File: src/rtl/wdog_pkg.sv
package wdog_pkg;

    typedef enum logic [1:0] {
        WD_OFF   = 2'b00,
        WD_SOFT  = 2'b01,
        WD_AWAKE = 2'b10,
        WD_ON    = 2'b11
    } wd_mode_e;

    typedef struct packed {
        logic to_n;
        logic wdtrst_n;
        logic pwr_n;
    } wd_flags_t;

    localparam wd_flags_t FLAGS_IDLE = '{to_n: 1'b1, wdtrst_n: 1'b1, pwr_n: 1'b1};

endpackage

File: src/rtl/wdog_prescale.sv
module wdog_prescale #(
    parameter int DIV = 31
) (
    input  logic clk,
    input  logic por_n,
    input  logic tick,
    input  logic clr,
    output logic ms_tick
);
    localparam int PRE_W = (DIV > 2) ? $clog2(DIV) : 1;
    localparam logic [PRE_W-1:0] LAST = PRE_W'(DIV - 1);

    logic [PRE_W-1:0] phase_d, phase_q;

    always_comb begin
        phase_d = phase_q;
        ms_tick = 1'b0;
        if (clr) begin
            phase_d = '0;
        end else if (tick) begin
            if (phase_q == LAST) begin
                phase_d = '0;
                ms_tick = 1'b1;
            end else begin
                phase_d = phase_q + 1'b1;
            end
        end
    end

    always_ff @(posedge clk or negedge por_n) begin
        if (!por_n) phase_q <= '0;
        else        phase_q <= phase_d;
    end

endmodule

File: src/rtl/wdog_period.sv
module wdog_period #(
    parameter int SEL_W    = 5,
    parameter int MAX_CODE = 18,
    parameter int CNT_W    = 18
) (
    input  logic [SEL_W-1:0] sel,
    output logic [CNT_W-1:0] limit_m1
);
    logic [CNT_W:0] pow;
    int             eff;

    always_comb begin
        eff      = (int'(sel) > MAX_CODE) ? MAX_CODE : int'(sel);
        pow      = (CNT_W + 1)'(1) << eff;
        limit_m1 = CNT_W'(pow - 1'b1);
    end

endmodule

File: src/rtl/wdog_enable.sv
module wdog_enable
    import wdog_pkg::*;
(
    input  logic [1:0] mode,
    input  logic       sw_en,
    input  logic       asleep,
    output logic       run
);
    always_comb begin
        unique case (wd_mode_e'(mode))
            WD_ON:    run = 1'b1;
            WD_AWAKE: run = !asleep;
            WD_SOFT:  run = sw_en;
            default:  run = 1'b0;
        endcase
    end

endmodule

File: src/rtl/sleepwake_watchdog.sv
module sleepwake_watchdog
    import wdog_pkg::*;
#(
    parameter int PRESCALE_DIV = 31,
    parameter int SEL_W        = 5,
    parameter int MAX_CODE     = 18
) (
    input  logic             clk,
    input  logic             por_n,
    input  logic             lf_tick,
    input  logic [1:0]       mode_cfg,
    input  logic             sw_en,
    input  logic [SEL_W-1:0] period_sel,
    input  logic             clear_cmd,
    input  logic             sleep_enter,
    input  logic             sleep_exit,
    input  logic             ext_rst,
    input  logic             ost_busy,
    output logic             rst_req,
    output logic             wake_req,
    output logic             to_n,
    output logic             wdtrst_n,
    output logic             pwr_n
);
    localparam int CNT_W = (MAX_CODE > 0) ? MAX_CODE : 1;

    typedef struct packed {
        logic [CNT_W-1:0] cnt;
        logic             asleep;
        logic             rst_req;
        logic             wake_req;
        wd_flags_t        flags;
    } state_t;

    localparam state_t STATE_RST = '{cnt: '0, asleep: 1'b0, rst_req: 1'b0,
                                     wake_req: 1'b0, flags: FLAGS_IDLE};

    state_t           st_d, st_q;
    logic             run;
    logic             clr_any;
    logic             ms_tick;
    logic [CNT_W-1:0] limit_m1;
    logic             asleep_w;

    wdog_enable i_enable (
        .mode   (mode_cfg),
        .sw_en  (sw_en),
        .asleep (st_q.asleep),
        .run    (run)
    );

    wdog_period #(
        .SEL_W    (SEL_W),
        .MAX_CODE (MAX_CODE),
        .CNT_W    (CNT_W)
    ) i_period (
        .sel      (period_sel),
        .limit_m1 (limit_m1)
    );

    assign clr_any = clear_cmd || ext_rst || ost_busy || sleep_enter
                  || sleep_exit || !run;

    wdog_prescale #(
        .DIV (PRESCALE_DIV)
    ) i_prescale (
        .clk     (clk),
        .por_n   (por_n),
        .tick    (lf_tick),
        .clr     (clr_any),
        .ms_tick (ms_tick)
    );

    always_comb begin
        st_d          = st_q;
        st_d.rst_req  = 1'b0;
        st_d.wake_req = 1'b0;

        if (sleep_enter)     st_d.asleep = 1'b1;
        else if (sleep_exit) st_d.asleep = 1'b0;

        if (clr_any) begin
            st_d.cnt = '0;
        end else if (ms_tick) begin
            if (st_q.cnt >= limit_m1) begin
                st_d.cnt        = '0;
                st_d.flags.to_n = 1'b0;
                if (st_q.asleep) begin
                    st_d.wake_req    = 1'b1;
                    st_d.asleep      = 1'b0;
                    st_d.flags.pwr_n = 1'b0;
                end else begin
                    st_d.rst_req        = 1'b1;
                    st_d.flags.wdtrst_n = 1'b0;
                end
            end else begin
                st_d.cnt = st_q.cnt + 1'b1;
            end
        end

        if (clear_cmd) st_d.flags = FLAGS_IDLE;
    end

    always_ff @(posedge clk or negedge por_n) begin
        if (!por_n) st_q <= STATE_RST;
        else        st_q <= st_d;
    end

    assign rst_req  = st_q.rst_req;
    assign wake_req = st_q.wake_req;
    assign to_n     = st_q.flags.to_n;
    assign wdtrst_n = st_q.flags.wdtrst_n;
    assign pwr_n    = st_q.flags.pwr_n;
    assign asleep_w = st_q.asleep;

endmodule

File: config.mk
export PLATFORM = sky130hd
export DESIGN_NAME = sleepwake_watchdog
export DESIGN_NICKNAME = d
export VERILOG_FILES = /design/src/rtl/wdog_pkg.sv /design/src/rtl/wdog_prescale.sv /design/src/rtl/wdog_period.sv /design/src/rtl/wdog_enable.sv /design/src/rtl/sleepwake_watchdog.sv
export SDC_FILE = /design/constraint.sdc
export NUM_CORES = 1
export LEC_CHECK = 0
export ABC_AREA = 1
export ABC_CLOCK_PERIOD_IN_PS = 3200
export CAP_MARGIN = 20
export CORE_MARGIN = 1
export CORE_UTILIZATION = 62
export DETAILED_ROUTE_END_ITERATION = 8
export GPL_ROUTABILITY_DRIVEN = 0
export MAX_ROUTING_LAYER = met4
export PLACE_DENSITY = 0.91
export SLEW_MARGIN = 5
export SYNTH_ARGS = -nofsm -noshare
export SYNTH_HDL_FRONTEND = slang
export SYNTH_HIERARCHICAL = 1
export SYNTH_SLANG_ARGS = --single-unit
File: constraint.sdc
create_clock -name clk -period 3.2 [get_ports clk]
set_input_delay 0.32 -clock clk [delete_from_list [all_inputs] [get_ports clk]]
set_output_delay 0.32 -clock clk [all_outputs]
set_load 0.02 [all_outputs]
==> flow_metrics.py <==
metrics = {
    "sta": {
        "maxSlewHeadroom_pct": 52.50,
        "hold_violations": 0,
        "slew_violations": 0,
        "fin_ws_ns": 0.06049,
        "setup_viol": 0,
        "period_minus_slack_ns": 3.140,
        "min_period_over_period_pct": 98.11,
        "finClkSkew_ns": 0.005838,
        "clock.fmax_ghz": 0.3185,
        "max_slew.worst_pin.slew_ns": 0.7117,
    },
    "layout": {
        "syn2layout_area_growth_pct": 20.28,
        "n_fill_cell": 288,
        "drive_gt1_share_pct": 21.22,
        "antenna_cells": 0,
        "nNetsFinal": 480,
        "fin_cells": 493,
    },
    "die": {
        "core_area_mm2": 0.004144,
        "chipWidth_um": 68.69,
        "die_area_mm2": 0.004718,
        "start_util_pct": 66.55,
        "dieHeight_um": 68.69,
        "io_pins": 21,
        "rows": 23,
    },
    "clock_network": {
        "cts_root_buf": "clkbuf_8",
        "clk_path_buf_depth": 2,
        "htree_levels": 2,
        "cts_tree": "yes",
        "ctsHoldBuffers": 0,
        "cts_num_sinks": 29,
        "clk_pin_slew_ns": 0.06,
        "clkLatencyLatePin_ns": 0.29,
        "cts_buffers": 5,
    },
    "logic_synthesis": {
        "avgSynthCellArea_um2": 6.911,
        "ys_warn_count": 6,
        "yosysUniqueCellTypes": 32,
        "synth_area_leaders": "dfrtp_1 (24%), nand2_1 (15%), ha_1 (10%)",
        "synth_top_cell_by_area": "dfrtp_1",
        "async_flop_share_pct": 100.0,
        "syn_nets": 437,
        "ys_seq_elements": 29,
        "synth_area_mm2": 0.002758,
        "synth_edf_count": 0,
        "ys_seq_area_share_pct": 26.45,
        "synth_top_area_share_pct": 23.59,
        "syn_inst": 399,
        "ys.flop_type": "dfrtp_1",
    },
    "routing": {
        "first_pass_iters": 5,
        "via_count": 2673,
        "initialDrtViolationCount": 175,
        "routedWlPerCell_um": 13.86,
        "ant_nets": 0,
        "via_per_inst": 5.422,
        "routed_wl_um": 6832,
        "drc": 0,
    },
    "hold_path": {
        "hold_path_class": "in -> async",
    },
    "worst_setup_path": {
        "crit_path_start_kind": "primary input",
        "slowest_delay_ns": 0.58,
        "reg2reg_slack_ns": 1.19,
        "worst-setup-path-type": "in -> reg",
        "required_ns": 3.42,
        "cpMostUsedCell": "nand2_1",
        "cp_max_fo": 6,
        "crit_slowest_cell": "clkdlybuf4s50_1",
        "crit-reg2reg-launch": "st_q[11]",
        "crit_arrival_ns": 3.36,
        "crit_family": "simple AND/OR/NAND/NOR gates",
        "critPathBufInv": 7,
        "path_cells": "clkdlybuf4s50_1 > buf_4 > nor2_4 > buf_4 > nand3_2 > nand2_1 > inv_1 > nand3_1 > nor2_4 > nand3_1 > nand2_1 > inv_1 > ha_1 > nand2_2 > nor2_2 > inv_2 > nor2_2 > nand2_1 > nand2_1 > nor2_4 > nand3_4 > buf_12 > o21ai_1",
        "r2r_cells": 9,
        "crit_path_end_kind": "register",
        "rr_endpoint": "st_q[23]",
        "startpoint": "period_sel[4]",
    },
    "status": {
        "status": "finished clean",
    },
    "pwr": {
        "ir_drop_mv": 0.3227,
        "cellPowerDensity_mw_per_mm2": 281.4,
        "p_leak_nw": 1.780,
    },
    "global_route": {
        "grt_pass1_vias": 2531,
        "grt_pass1_wl_um": 10880,
        "grt_max_degree": 30,
        "grt_overflow": 0,
        "groute.usage.overall_pct": 32.84,
        "antenna_found_initial": 0,
    },
    "place": {
        "dp_hpwl_um": 5050,
        "portBuffers": 20,
        "placed_cells": 477,
        "pre_cts_ws_ns": -0.2056,
    },
    "run": {
        "maxCapViolations": 0,
    },
}
==> what timing repair did <==
action,CTS,global route
setup buffers,0,7
gates resized for setup,0,15
endpoints found under the setup margin,0,24
==> through the flow <==
| stage | cell area [um^2] | utilization [%] | hold slack (ns) | total power [mW] | TNS (ns) |
|---|---|---|---|---|---|
| after CTS | 3189 | 76.96 | 0.4395 | 0.9225 | 0 |
| after detailed placement | 3073 | 74.15 | 0.4594 | 0.5244 | -2.679 |
| after global placement | 3073 | 74.15 | 0.4496 | 0.5173 | -0.0007030 |
| after floorplan | 2758 | - | 0.02441 | 0.4659 | 0 |
| final | 3317 | 80.04 | 0.4150 | 0.9335 | 0 |
| after global routing | 3317 | 80.04 | 0.4630 | 0.9656 | -0.7983 |
==> Yosys cell counts (5+ instances only) <==
cell,count
dfrtp_1,26
inv_2,10
nand3_2,5
o21ai_0,9
xor2_1,14
nand4_1,9
inv_1,60
xnor2_1,5
o21ai_2,11
nor2_2,8
ha_1,22
a21oi_1,8
nand2_1,109
nor2_4,5
nand2_2,11
nor2_1,48
nand3_1,15
==> power breakdown <==
group	leakage [nW]	internal, mW	switching [mW]	total [mW]
Combinational	1.33	0.0631	0.0952	0.158
Sequential	0.392	0.368	0.00108	0.369
Clock	0.0585	0.254	0.153	0.406
Total	1.78	0.685	0.249	0.934
==> flip-flops by register name, summed over array words and instances, names as in the netlist <==
name and flops:
st_q 18, rst_req 1, pwr_n 1, wake_req 1, to_n 1, i_prescale/phase_q 5, asleep_w 1, wdtrst_n 1
==> layout by cell type, fill, tap and decap left out, drive strengths merged, types with 2 or more instances in the layout <==
cell type      count
nand3             22
nor2              61
dfrtp             26
buf               19
dlymetal6s2s       3
o21ai             22
nand3b             2
o21a               2
dfstp              3
ha                22
nand4             10
o21bai             2
clkdlybuf4s50     17
clkbuf             7
xnor2              5
inv               70
nor3               2
nand2            121
a21oi              9
xor2              14
==> area by class of cell <==
class	count	area, um^2	share of cell area, %
Clock buffer	7	86.33	2.603
Inverter	70	262.8	7.922
Multi-Input combinational cell	297	1783	53.75
Sequential cell	29	729.5	21.99
Clock inverter	1	30.03	0.9053
Tap cell	50	62.56	1.886
Timing Repair Buffer	39	362.8	10.94
==> metal layers <==
metal	wire length [um]	vias up	share of wire [%]	GRT usage (%)
met5	0	-	0	-
met4	263	0	3.8	14.54
met3	354	27	5.2	7.072
met2	3422	100	50	58.58
met1	2792	1215	41	34.74
li1	-	1331	-	-
==> cell families (layout without fill, tap and decap cells) <==
| family | Yosys count | count (layout) | synth area share, % |
|---|---|---|---|
| AOI/OAI and AO/OA | 38 | 38 | 9.120 |
| xor gates and xnor gates | 19 | 19 | 6.034 |
| adders and majority gates | 22 | 22 | 9.982 |
| DFF | 29 | 29 | 26.45 |
| buffers and inverters | 74 | 117 | 10.89 |
| and+or+nand+nor | 217 | 218 | 37.52 |
==> worst max-delay path by stage <==
| stage | to | cells past startpoint | slack [ns] |
|---|---|---|---|
| CTS | st_q[10] | 24 | 0.06 |
| detailed placement | st_q[10] | 24 | -0.21 |
| finish | st_q[23] | 23 | 0.06 |
| global route | st_q[23] | 20 | -0.08 |
| floorplan | st_q[6] | 25 | 0.49 |
| global placement | st_q[13] | 23 | -0.0007 |
No activity file was read; power rests on OpenSTA's default activity.
